$ cat src/rtl/ldst_pkg.sv
package ldst_pkg;

  localparam int IDX_W = 3;
  localparam int NREG  = 7;

  // register selectors
  localparam logic [IDX_W-1:0] RSEL_A = 3'd0;
  localparam logic [IDX_W-1:0] RSEL_C = 3'd2;

  // pair selectors (second field of the 16-bit immediate load)
  localparam logic [1:0] PAIR_HL = 2'd2;
  localparam logic [1:0] PAIR_SP = 2'd3;

  // operation codes
  localparam logic [3:0] OP_MOV     = 4'd0;
  localparam logic [3:0] OP_IMM8    = 4'd1;
  localparam logic [3:0] OP_IMM16   = 4'd2;
  localparam logic [3:0] OP_LD_HL   = 4'd3;
  localparam logic [3:0] OP_ST_HL   = 4'd4;
  localparam logic [3:0] OP_LD_HLUP = 4'd5;
  localparam logic [3:0] OP_LD_HLDN = 4'd6;
  localparam logic [3:0] OP_ST_HLUP = 4'd7;
  localparam logic [3:0] OP_ST_HLDN = 4'd8;
  localparam logic [3:0] OP_LD_PGC  = 4'd9;
  localparam logic [3:0] OP_ST_PGC  = 4'd10;
  localparam logic [3:0] OP_LD_PGI  = 4'd11;
  localparam logic [3:0] OP_ST_PGI  = 4'd12;
  localparam logic [3:0] OP_SPOFS   = 4'd13;

  typedef enum logic [1:0] {
    SQ_IDLE,
    SQ_EXEC,
    SQ_MEM
  } seq_e;

  typedef enum logic [1:0] {
    AM_PAIR,
    AM_PAGE_C,
    AM_PAGE_IMM
  } amode_e;

  typedef struct packed {
    logic z;
    logic n;
    logic h;
    logic c;
  } flags_t;

  function automatic logic op_is_mem(input logic [3:0] op);
    return (op >= OP_LD_HL) && (op <= OP_ST_PGI);
  endfunction

  function automatic logic op_is_store(input logic [3:0] op);
    return (op == OP_ST_HL) || (op == OP_ST_HLUP) || (op == OP_ST_HLDN) ||
           (op == OP_ST_PGC) || (op == OP_ST_PGI);
  endfunction

endpackage

$ cat src/rtl/ldst_regfile.sv
module ldst_regfile
  import ldst_pkg::*;
#(
  parameter int DW = 8
) (
  input  logic             clk,
  input  logic             rst,
  input  logic             byte_we,
  input  logic [IDX_W-1:0] byte_idx,
  input  logic [DW-1:0]    byte_wdata,
  input  logic             pair_we,
  input  logic [1:0]       pair_idx,
  input  logic [2*DW-1:0]  pair_wdata,
  input  logic [IDX_W-1:0] rd_idx,
  output logic [DW-1:0]    rd_data,
  input  logic [IDX_W-1:0] obs_idx,
  output logic [DW-1:0]    obs_rd,
  output logic [DW-1:0]    acc,
  output logic [DW-1:0]    reg_c,
  output logic [2*DW-1:0]  hl,
  output logic [2*DW-1:0]  sp
);

  localparam int SLOTS = 2 ** IDX_W;

  logic [DW-1:0]   regs [SLOTS];
  logic [2*DW-1:0] sp_q;

  // one byte write and one pair write per clock; a pair covers slots 2p+1, 2p+2
  always_ff @(posedge clk) begin
    if (rst) begin
      for (int i = 0; i < SLOTS; i++) regs[i] <= '0;
      sp_q <= '0;
    end else begin
      for (int i = 0; i < NREG; i++) begin
        if (pair_we && pair_idx != PAIR_SP && (int'(pair_idx) * 2 + 1) == i)
          regs[i] <= pair_wdata[2*DW-1:DW];
        else if (pair_we && pair_idx != PAIR_SP && (int'(pair_idx) * 2 + 2) == i)
          regs[i] <= pair_wdata[DW-1:0];
        else if (byte_we && int'(byte_idx) == i)
          regs[i] <= byte_wdata;
      end
      if (pair_we && pair_idx == PAIR_SP) sp_q <= pair_wdata;
    end
  end

  assign rd_data = regs[rd_idx];
  assign obs_rd  = regs[obs_idx];
  assign acc     = regs[RSEL_A];
  assign reg_c   = regs[RSEL_C];
  assign hl      = {regs[5], regs[6]};
  assign sp      = sp_q;

endmodule

$ cat src/rtl/ldst_addr_gen.sv
module ldst_addr_gen
  import ldst_pkg::*;
#(
  parameter int          DW      = 8,
  parameter int          AW      = 16,
  parameter logic [7:0]  PAGE_HI = 8'hFF
) (
  input  amode_e          mode,
  input  logic [AW-1:0]   hl,
  input  logic [DW-1:0]   reg_c,
  input  logic [DW-1:0]   imm8,
  output logic [AW-1:0]   addr,
  output logic [AW-1:0]   hl_up,
  output logic [AW-1:0]   hl_dn
);

  localparam int PW = AW - DW;

  always_comb begin
    unique case (mode)
      AM_PAGE_C:   addr = {PW'(PAGE_HI), reg_c};
      AM_PAGE_IMM: addr = {PW'(PAGE_HI), imm8};
      default:     addr = hl;
    endcase
  end

  assign hl_up = hl + AW'(1);
  assign hl_dn = hl - AW'(1);

endmodule

$ cat src/rtl/ldst_sp_offset.sv
module ldst_sp_offset #(
  parameter int DW = 8,
  parameter int AW = 16
) (
  input  logic [AW-1:0] sp,
  input  logic [DW-1:0] ofs,
  output logic [AW-1:0] sum,
  output logic          half_cy,
  output logic          byte_cy
);

  localparam int NIB = DW / 2;

  logic [AW-1:0]  ofs_ext;
  logic [NIB:0]   nib_sum;
  logic [DW:0]    low_sum;

  assign ofs_ext = {{(AW - DW){ofs[DW-1]}}, ofs};
  assign sum     = sp + ofs_ext;
  assign nib_sum = {1'b0, sp[NIB-1:0]} + {1'b0, ofs[NIB-1:0]};
  assign low_sum = {1'b0, sp[DW-1:0]} + {1'b0, ofs};
  assign half_cy = nib_sum[NIB];
  assign byte_cy = low_sum[DW];

endmodule

$ cat src/rtl/ldst_unit.sv
module ldst_unit
  import ldst_pkg::*;
#(
  parameter int         DW      = 8,
  parameter int         AW      = 16,
  parameter int         MC_CLKS = 4,
  parameter logic [7:0] PAGE_HI = 8'hFF
) (
  input  logic          clk,
  input  logic          rst,
  input  logic          op_valid,
  input  logic [3:0]    op_code,
  input  logic [2:0]    op_dst,
  input  logic [2:0]    op_src,
  input  logic [7:0]    op_imm8,
  input  logic [15:0]   op_imm16,
  output logic          busy,
  output logic          done,
  output logic          mem_req,
  output logic          mem_we,
  output logic [15:0]   mem_addr,
  output logic [7:0]    mem_wdata,
  input  logic [7:0]    mem_rdata,
  input  logic          mem_ready,
  output logic [3:0]    flags,
  input  logic [2:0]    obs_sel,
  output logic [7:0]    obs_data
);

  localparam int              CW    = (MC_CLKS > 1) ? $clog2(MC_CLKS) : 1;
  localparam logic [CW-1:0]   CLAST = CW'(MC_CLKS - 1);

  seq_e            state;
  logic [CW-1:0]   cnt;
  logic [3:0]      op_q;
  logic [2:0]      dst_q;
  logic [2:0]      src_q;
  logic [DW-1:0]   i8_q;
  logic [AW-1:0]   i16_q;
  logic            got_q;
  logic [DW-1:0]   rbuf_q;
  flags_t          flags_q;
  logic            busy_q;
  logic            done_q;
  logic            req_q;
  logic            we_q;
  logic [AW-1:0]   addr_q;
  logic [DW-1:0]   wdata_q;
  logic [DW-1:0]   obs_q;

  // register file connections
  logic            byte_we;
  logic [2:0]      byte_idx;
  logic [DW-1:0]   byte_wdata;
  logic            pair_we;
  logic [1:0]      pair_idx;
  logic [AW-1:0]   pair_wdata;
  logic [DW-1:0]   src_rd;
  logic [DW-1:0]   obs_rd;
  logic [DW-1:0]   acc;
  logic [DW-1:0]   reg_c;
  logic [AW-1:0]   hl;
  logic [AW-1:0]   sp;

  ldst_regfile #(.DW(DW)) u_rf (
    .clk        (clk),
    .rst        (rst),
    .byte_we    (byte_we),
    .byte_idx   (byte_idx),
    .byte_wdata (byte_wdata),
    .pair_we    (pair_we),
    .pair_idx   (pair_idx),
    .pair_wdata (pair_wdata),
    .rd_idx     (src_q),
    .rd_data    (src_rd),
    .obs_idx    (obs_sel),
    .obs_rd     (obs_rd),
    .acc        (acc),
    .reg_c      (reg_c),
    .hl         (hl),
    .sp         (sp)
  );

  // address selection
  amode_e        amode;
  logic [AW-1:0] ea;
  logic [AW-1:0] hl_up;
  logic [AW-1:0] hl_dn;

  always_comb begin
    if (op_q == OP_LD_PGC || op_q == OP_ST_PGC)      amode = AM_PAGE_C;
    else if (op_q == OP_LD_PGI || op_q == OP_ST_PGI) amode = AM_PAGE_IMM;
    else                                             amode = AM_PAIR;
  end

  ldst_addr_gen #(.DW(DW), .AW(AW), .PAGE_HI(PAGE_HI)) u_ag (
    .mode  (amode),
    .hl    (hl),
    .reg_c (reg_c),
    .imm8  (i8_q),
    .addr  (ea),
    .hl_up (hl_up),
    .hl_dn (hl_dn)
  );

  // stack pointer plus signed offset
  logic [AW-1:0] sp_sum;
  logic          half_cy;
  logic          byte_cy;

  ldst_sp_offset #(.DW(DW), .AW(AW)) u_spo (
    .sp      (sp),
    .ofs     (i8_q),
    .sum     (sp_sum),
    .half_cy (half_cy),
    .byte_cy (byte_cy)
  );

  // completion
  logic          is_mem;
  logic          got_now;
  logic [DW-1:0] rdat;
  logic          commit;

  assign is_mem  = op_is_mem(op_q);
  assign got_now = req_q && mem_ready;
  assign rdat    = got_q ? rbuf_q : mem_rdata;
  assign commit  = ((state == SQ_EXEC) && (cnt == CLAST) && !is_mem) ||
                   ((state == SQ_MEM) && (got_q || got_now) && (cnt == CLAST));

  // write-back decode
  always_comb begin
    byte_we    = 1'b0;
    byte_idx   = RSEL_A;
    byte_wdata = rdat;
    pair_we    = 1'b0;
    pair_idx   = PAIR_HL;
    pair_wdata = hl;
    unique case (op_q)
      OP_MOV: begin
        byte_we    = commit;
        byte_idx   = dst_q;
        byte_wdata = src_rd;
      end
      OP_IMM8: begin
        byte_we    = commit;
        byte_idx   = dst_q;
        byte_wdata = i8_q;
      end
      OP_IMM16: begin
        pair_we    = commit;
        pair_idx   = dst_q[1:0];
        pair_wdata = i16_q;
      end
      OP_LD_HL: begin
        byte_we  = commit;
        byte_idx = dst_q;
      end
      OP_LD_HLUP: begin
        byte_we    = commit;
        pair_we    = commit;
        pair_wdata = hl_up;
      end
      OP_LD_HLDN: begin
        byte_we    = commit;
        pair_we    = commit;
        pair_wdata = hl_dn;
      end
      OP_ST_HLUP: begin
        pair_we    = commit;
        pair_wdata = hl_up;
      end
      OP_ST_HLDN: begin
        pair_we    = commit;
        pair_wdata = hl_dn;
      end
      OP_LD_PGC, OP_LD_PGI: begin
        byte_we = commit;
      end
      OP_SPOFS: begin
        pair_we    = commit;
        pair_wdata = sp_sum;
      end
      default: ;
    endcase
  end

  // sequencer
  always_ff @(posedge clk) begin
    if (rst) begin
      state   <= SQ_IDLE;
      cnt     <= '0;
      op_q    <= '0;
      dst_q   <= '0;
      src_q   <= '0;
      i8_q    <= '0;
      i16_q   <= '0;
      got_q   <= 1'b0;
      rbuf_q  <= '0;
      flags_q <= '0;
      busy_q  <= 1'b0;
      done_q  <= 1'b0;
      req_q   <= 1'b0;
      we_q    <= 1'b0;
      addr_q  <= '0;
      wdata_q <= '0;
      obs_q   <= '0;
    end else begin
      done_q <= commit;
      obs_q  <= obs_rd;
      if (commit && op_q == OP_SPOFS)
        flags_q <= '{z: 1'b0, n: 1'b0, h: half_cy, c: byte_cy};
      unique case (state)
        SQ_IDLE: begin
          if (op_valid) begin
            op_q   <= op_code;
            dst_q  <= op_dst;
            src_q  <= op_src;
            i8_q   <= op_imm8;
            i16_q  <= op_imm16;
            cnt    <= '0;
            busy_q <= 1'b1;
            state  <= SQ_EXEC;
          end
        end
        SQ_EXEC: begin
          if (cnt == CLAST) begin
            cnt <= '0;
            if (is_mem) begin
              state   <= SQ_MEM;
              req_q   <= 1'b1;
              we_q    <= op_is_store(op_q);
              addr_q  <= ea;
              wdata_q <= (op_q == OP_ST_HL) ? src_rd : acc;
              got_q   <= 1'b0;
            end else begin
              state  <= SQ_IDLE;
              busy_q <= 1'b0;
            end
          end else begin
            cnt <= cnt + CW'(1);
          end
        end
        SQ_MEM: begin
          if (cnt != CLAST) cnt <= cnt + CW'(1);
          if (got_now) begin
            req_q  <= 1'b0;
            we_q   <= 1'b0;
            got_q  <= 1'b1;
            rbuf_q <= mem_rdata;
          end
          if (commit) begin
            state  <= SQ_IDLE;
            busy_q <= 1'b0;
            got_q  <= 1'b0;
            cnt    <= '0;
          end
        end
        default: state <= SQ_IDLE;
      endcase
    end
  end

  assign busy      = busy_q;
  assign done      = done_q;
  assign mem_req   = req_q;
  assign mem_we    = we_q;
  assign mem_addr  = addr_q;
  assign mem_wdata = wdata_q;
  assign flags     = flags_q;
  assign obs_data  = obs_q;

endmodule

$ cat config.mk
export PLATFORM = sky130hd
export DESIGN_NAME = ldst_unit
export DESIGN_NICKNAME = d
export VERILOG_FILES = /design/src/rtl/ldst_pkg.sv /design/src/rtl/ldst_regfile.sv /design/src/rtl/ldst_addr_gen.sv /design/src/rtl/ldst_sp_offset.sv /design/src/rtl/ldst_unit.sv
export SDC_FILE = /design/constraint.sdc
export NUM_CORES = 1
export LEC_CHECK = 0
export BUFFER_PORTS_ARGS = -buffer_cell sky130_fd_sc_hd__buf_2
export CAP_MARGIN = 30
export CORE_ASPECT_RATIO = 1.2
export CORE_MARGIN = 3
export CORE_UTILIZATION = 60
export DETAILED_ROUTE_END_ITERATION = 8
export PLACE_DENSITY = 0.79
export SYNTH_ARGS = -nofsm -noshare
export SYNTH_HDL_FRONTEND = slang
export SYNTH_SLANG_ARGS = --single-unit
$ cat constraint.sdc
create_clock -name clk -period 4.92 [get_ports clk]
set_input_delay 1.476 -clock clk [delete_from_list [all_inputs] [get_ports clk]]
set_output_delay 1.476 -clock clk [all_outputs]
set_load 0.01 [all_outputs]
==> metrics.cfg, run 1 <==
[outcome]
status = finished clean

[sta]
hold_viol_final = 0
finalCriticalPeriod_ps = 4120
slew_headroom_pct = 31.8
max_freq_ghz = 0.243
setup_viol = 0
tightest_slew_ps = 1020
drv_slew = 0
fin_setup_tns_ps = 0
rsz0062_at_grt = no
skew_ps = 9.43
finalCritPeriodShare_pct = 83.7

[final_layout]
antenna_cells = 0
fin_util_pct = 69.2
drive_above_1_share_pct = 16.4
nets = 1243
regArea_sq_mm = 0.00376
fin_cells = 1376
num-fill-cells = 1277
syn_to_final_growth_pct = 12.1
multi_input_area_sq_mm = 0.00555

[placed_design]
dp_hpwl_um = 22200
portBuffers = 86
placed_cells = 1343
gp_congestion = 1.08

[min_path]
min_path_type = flip-flop to flip-flop
hold_path_depth = 2

[power]
power_switching_share_pct = 29.6
clock_power_share_pct = 39.4
power_w = 0.00357
p_switching_w = 0.00106
p_leak_nw = 4.18
power.share.combinational_pct = 18.1
power_frac_seq_pct = 42.5
p_per_area_mw_per_mm2 = 328
intPower_w = 0.00252
ir_drop_v = 0.000235

[worst_setup_path]
startpoint_type = flip-flop
worst-path-stages = 12
crit_slowest_cell = dfxtp_1
cp.buffers_inverters = 1
crit_arrival_ps = 4280
critical-path-max-stage-delay_ps = 560
end_kind = flip-flop
critPathTopFamily = compound AO/OA/AOI/OAI gates
cp_max_fo = 25
ff2ff_path_depth = 12
criticalPathCategory = flip-flop to flip-flop
critPathRequiredTime_ps = 5080
cp_cell_sequence = or3b_1 > a21oi_2 > buf_4 > ha_1 > or2_2 > a21oi_1 > a31oi_1 > a31o_2 > a21oi_1 > mux2_2 > a21oi_2 > o22ai_1

[route]
route.detailed.drc = 0
wl_met3_um = 2610
highest_layer = met4
wl_per_cell_um = 22.1
wl_met1_um = 11400
vias_per_cell = 6.47
drt-initial-drc-count = 1074
firstDrtPassIters = 5
ant_nets = 0
routed_wl_um = 30400
wl_met2_um = 14900
vias = 8901

[yosys]
ys_warn_count = 0
synth_flop_cell = dfxtp_1
synth_edf_count = 56
syn_area_sq_mm = 0.00972
synth-seq-area-share_pct = 38.7
syn_area_per_cell_sq_um = 8.79
synthArstFlopShare_pct = 0
synth_cell_types = 75
synth_seq_cells = 160
syn_inst = 1106

[floorplan]
core_area_sq_mm = 0.0158
die_h_um = 145
fp.dieW_um = 122
die_area_sq_mm = 0.0178
ios = 89
initial_core_util_pct = 61.7
row_count = 50

[grt]
grt_pass1_wl_um = 46800
grt_max_degree = 59
grtUsageTotal_pct = 34.6
antenna_found_initial = 0
first_global_vias = 8350
grt_remaining_overflow = 0

[clock_network]
clock_latency_ps = 440
clk_path_buf_depth = 2
clk_pin_slew_ps = 60
cts.sinks = 160
postCtsResizedCells = 0
post_cts_buffers = 0
cts_max_level = 4
cts_buffers = 17
cts-root-buf = clkbuf_16
postCtsHoldBufs = 0
cts_tree = built

[run]
maxCapViolations = 0

==> registers in the layout, summed over array words and instances (netlist names), 3 cells and up, named ones only <==
name / flops
u_rf.regs: 56
i16_q: 16
mem_addr: 16
u_rf.sp: 16
i8_q: 8
mem_wdata: 8
obs_data: 8
rbuf_q: 8
op_q: 4
dst_q: 3
src_q: 3
==> cells in the mapped netlist (8+ instances only) <==
library cell / instances / area share (%)
nand3_1: 13 / 0.67
clkbuf_1: 50 / 1.9
o21a_1: 12 / 0.93
a21oi_2: 11 / 0.99
o21ai_1: 11 / 0.57
edfxtp_1: 56 / 17
nand2b_1: 16 / 1.0
nand2_1: 144 / 5.6
o21ai_0: 53 / 2.7
a21o_1: 8 / 0.62
nor2_1: 114 / 4.4
a22oi_1: 13 / 1.0
a21oi_1: 95 / 4.9
nor2b_1: 9 / 0.58
nor3_1: 41 / 2.1
a221oi_1: 13 / 1.2
mux2_2: 16 / 1.9
buf_2: 16 / 0.82
ha_1: 37 / 4.8
inv_1: 23 / 0.89
a211oi_1: 27 / 2.1
o22ai_1: 42 / 2.7
mux2i_1: 41 / 4.2
xnor2_1: 14 / 1.3
dfxtp_1: 104 / 21
mux4_2: 16 / 3.7
xor2_1: 10 / 0.90
==> tightest hold or removal path, delay by kind of cell (launching register included) <==
family / cells / cell delay, ps
AOI/OAI and AO/OA: 1 / 50
DFF: 1 / 310
and+or+nand+nor: 1 / 50
==> cell usage in the layout, fill, tap and decap left out, types with 6 or more instances in the layout <==
cell type | Yosys | final
a21o_1 | 8 | 8
dfxtp_1 | 104 | 104
a21oi_2 | 11 | 11
buf_4 | 2 | 13
a21oi_1 | 95 | 95
a211o_1 | 6 | 6
o21ai_1 | 11 | 11
inv_1 | 23 | 23
nor2b_1 | 9 | 9
and2_1 | 6 | 6
clkbuf_16 | 0 | 18
o21a_1 | 12 | 12
mux4_2 | 16 | 16
a211oi_1 | 27 | 27
nand4_1 | 7 | 7
nand3_1 | 13 | 13
edfxtp_1 | 56 | 56
and3_1 | 6 | 6
nand2b_1 | 16 | 16
nand2_1 | 144 | 144
xnor2_1 | 14 | 14
o22ai_1 | 42 | 42
a22oi_1 | 13 | 13
nor2_1 | 114 | 114
a221oi_1 | 13 | 13
nor3_1 | 41 | 41
o21ai_0 | 53 | 53
xor2_1 | 10 | 10
mux2_2 | 16 | 16
buf_2 | 16 | 86
mux2i_1 | 41 | 41
ha_1 | 37 | 37
==> metal layers <==
layer  track usage [%]  vias to the layer above
met5                 0                        -
met4              17.1                        0
met3              6.07                      112
met2              58.2                      468
met1              42.5                     4156
li1                  -                     4165
==> area by class of cell <==
class | count | area share, %
multi-input combinational | 850 | 50.9
sequential | 160 | 34.5
timing repair buffer | 103 | 5.55
clock buffer | 23 | 4.76
tap | 208 | 2.39
clock inverter | 9 | 1.06
inverter | 23 | 0.792
==> cells by family after synthesis <==
kind of cell    after synthesis  synth area share (%)
simple gates                377                  17.3
compound gates              334                  22.3
flops                       160                  38.7
buf+inv                      97                  4.22
mux                          74                  10.0
fa+ha+maj                    39                  5.17
xor+xnor                     24                  2.16
other cells                   1                0.0386
==> power groups by stage <==
| stage | clock network [W] | registers, W | logic, W |
|---|---|---|---|
| floorplan | 0 | 0.00148 | 0.000480 |
| global placement | 0 | 0.00154 | 0.000609 |
| CTS | 0.00141 | 0.00151 | 0.000630 |
| global route | 0.00147 | 0.00152 | 0.000698 |
| finish | 0.00141 | 0.00152 | 0.000645 |
| detailed placement | 0 | 0.00154 | 0.000625 |
==> worst paths after layout <==
path | slack (ps) | to | from
worst max-delay path | 800 | u_rf.regs[1][6]$_SDFFCE_PN0P_ | op_q[2]$_SDFFE_PP0P_
worst min-delay path | 460 | rbuf_q[7]$_SDFFE_PP0P_ | rbuf_q[7]$_SDFFE_PP0P_
worst max register to register | 800 | u_rf.regs[1][6]$_SDFFCE_PN0P_ | op_q[2]$_SDFFE_PP0P_
worst min register to register | 460 | rbuf_q[7]$_SDFFE_PP0P_ | rbuf_q[7]$_SDFFE_PP0P_
==> through the flow <==
stage          hold WS (ps)  cell area [sq um]  setup WS [ps]
2_1_floorplan           436               9730           1190
3_3_place_gp            441              10200            983
3_5_place_dp            448              10300            891
4_1_cts                 456              10900            858
5_1_grt                 479              10900            601
6_report                456              10900            803
(Power assumes the default switching activity.)
==> run 2: changes to the inputs <==
Clock period 4.92 ns to 4.2 ns, I/O delays scaled along.
==> metrics.cfg, run 2 (synthesis results as in run 1) <==
[outcome]
status = finished clean

[clock_network]
cts_buffers = 17  ; unchanged
postCtsHoldBufs = 0  ; unchanged
cts_max_level = 4  ; unchanged
cts.sinks = 160  ; unchanged
clk_pin_slew_ps = 70  ; about the same
clk_path_buf_depth = 2  ; unchanged
cts_tree = built
cts-root-buf = clkbuf_16
clock_latency_ps = 440  ; about the same

[final_layout]
final_common_cell = nand2_1
multi_input_area_sq_mm = 0.00556  ; +0.14%
fin_cells = 1387  ; +0.80%
nets = 1254  ; +0.88%
top_register = u_rf.regs
drive_above_1_share_pct = 17.0  ; +0.53 points
num-fill-cells = 1338  ; +4.8%
syn_to_final_growth_pct = 12.3
regArea_sq_mm = 0.00376  ; unchanged
layout_common_cells = 144 x nand2_1, 114 x nor2_1, 104 x dfxtp_1
largest_reg_flops = 56  ; unchanged
antenna_cells = 0  ; unchanged

[grt]
grtUsageTotal_pct = 33.7  ; -0.97 points
antenna_found_initial = 0  ; unchanged
grt_remaining_overflow = 0  ; unchanged
grt_pass1_wl_um = 46200  ; -1.3%
grt_max_degree = 48  ; -19%
first_global_vias = 8403  ; +0.63%

[route]
vias_per_cell = 6.51  ; +0.68%
route.detailed.drc = 0  ; unchanged
wl_met3_um = 2500  ; -4.0%
vias = 9033  ; +1.5%
routed_wl_um = 30200  ; -0.80%
highest_layer = met4
wl_per_cell_um = 21.8  ; -1.6%
firstDrtPassIters = 6  ; +1
wl_met1_um = 11200  ; -0.99%
wl_met2_um = 14300  ; -4.2%
ant_nets = 0  ; unchanged
drt-initial-drc-count = 1022  ; -4.8%

[sta]
hold_viol_final = 0  ; unchanged
finalCriticalPeriod_ps = 3800  ; -318 ps
skew_ps = 13.4  ; +3.95 ps
max_freq_ghz = 0.263  ; +8.4%
rsz0062_at_grt = no
finalCritPeriodShare_pct = 90.4  ; +6.8 points
fin_setup_tns_ps = 0  ; unchanged
slew_headroom_pct = 41.9  ; +10 points
drv_slew = 0  ; unchanged
tightest_slew_ps = 870  ; -154 ps
setup_viol = 0  ; unchanged

[floorplan]
ios = 89  ; unchanged
die_area_sq_mm = 0.0178  ; unchanged
initial_core_util_pct = 61.7  ; unchanged
core_area_sq_mm = 0.0158  ; unchanged
die_h_um = 145  ; unchanged
row_count = 50  ; unchanged
fp.dieW_um = 122  ; unchanged

[worst_setup_path]
criticalPathCategory = flip-flop to flip-flop
crit_slowest_cell = or3b_1
cp_max_fo = 15  ; -40%
critical-path-max-stage-delay_ps = 470  ; -90 ps
critPathRequiredTime_ps = 4400  ; -680 ps
cp_cell_sequence = or3b_1 > a21oi_4 > ha_1 > a2111o_1 > o21ai_1 > a211oi_1 > nor2_1 > o2bb2ai_1 > a221oi_4 > a21oi_1 > o21a_1
end_kind = flip-flop
crit_arrival_ps = 4000  ; -280 ps
startpoint_type = flip-flop

[power]
p_leak_nw = 4.21  ; +0.57%
p_per_area_mw_per_mm2 = 365  ; +11%
ir_drop_v = 0.000276  ; +17%

[placed_design]
dp_hpwl_um = 22100  ; -0.66%
portBuffers = 86  ; unchanged
gp_congestion = 1.01  ; -6.6%
placed_cells = 1354  ; +0.82%

[min_path]
min_path_type = flip-flop to flip-flop

[run]
maxCapViolations = 0  ; unchanged

run 2: what timing repair did:
item                       CTS  global route
setup endpoints to repair    0             1
gates resized for setup      0             1
setup buffers                0             0
run 2: final cells by class:
class / count / share of cell area (%)
clock buffers: 22 / 4.46
clock inverters: 10 / 0.538
inverters: 23 / 0.790
multi-input cells: 850 / 50.9
flip-flops and latches: 160 / 34.5
well taps: 208 / 2.38
repair buffers: 114 / 6.47
run 2: where the power goes:
group / total, W / leakage, nW / switching (W) / internal, W
Clock: 0.00144 / 0.274 / 0.000620 / 0.000820
Sequential: 0.00176 / 1.42 / 0.000101 / 0.00166
Combinational: 0.000784 / 2.51 / 0.000485 / 0.000299
run 2: critical path, delay by kind of cell, from the launching register on:
kind | cells | cell delay [ps]
fa+ha+maj | 1 | 360
compound gates | 8 | 1970
flops | 1 | 450
simple gates | 2 | 770
run 2: stage by stage:
step | hold slack, ps | area [sq um] | utilization [%] | power (W) | worst slack (ps)
5_1_grt | 471 | 10900 | 69.3 | 0.00412 | 134
6_report | 453 | 10900 | 69.3 | 0.00399 | 401
2_1_floorplan | 436 | 9730 | - | 0.00230 | 468
3_5_place_dp | 449 | 10300 | 65.6 | 0.00254 | 323
3_3_place_gp | 441 | 10300 | 65.2 | 0.00253 | 359
4_1_cts | 457 | 10900 | 69.1 | 0.00397 | 298
run 2: layer usage:
| layer | vias up | global-route usage (%) |
|---|---|---|
| met2 | 476 | 55.0 |
| met4 | 0 | 21.1 |
| met5 | - | 0 |
| met1 | 4239 | 40.1 |
| met3 | 125 | 6.80 |
| li1 | 4193 | - |
run 2: path summary, 6_finish.rpt:
| path | endpoint | cells after the start | slack, ps | start |
|---|---|---|---|---|
| setup / recovery | u_rf.regs[6][3]$_SDFFCE_PP0P_ | 11 | 400 | op_q[1]$_SDFFE_PP0P_ |
| hold / removal | i16_q[15]$_SDFFE_PP0P_ | 2 | 450 | i16_q[15]$_SDFFE_PP0P_ |
| setup reg to reg | u_rf.regs[6][3]$_SDFFCE_PP0P_ | 11 | 400 | op_q[1]$_SDFFE_PP0P_ |
| hold reg to reg | i16_q[15]$_SDFFE_PP0P_ | 2 | 450 | i16_q[15]$_SDFFE_PP0P_ |
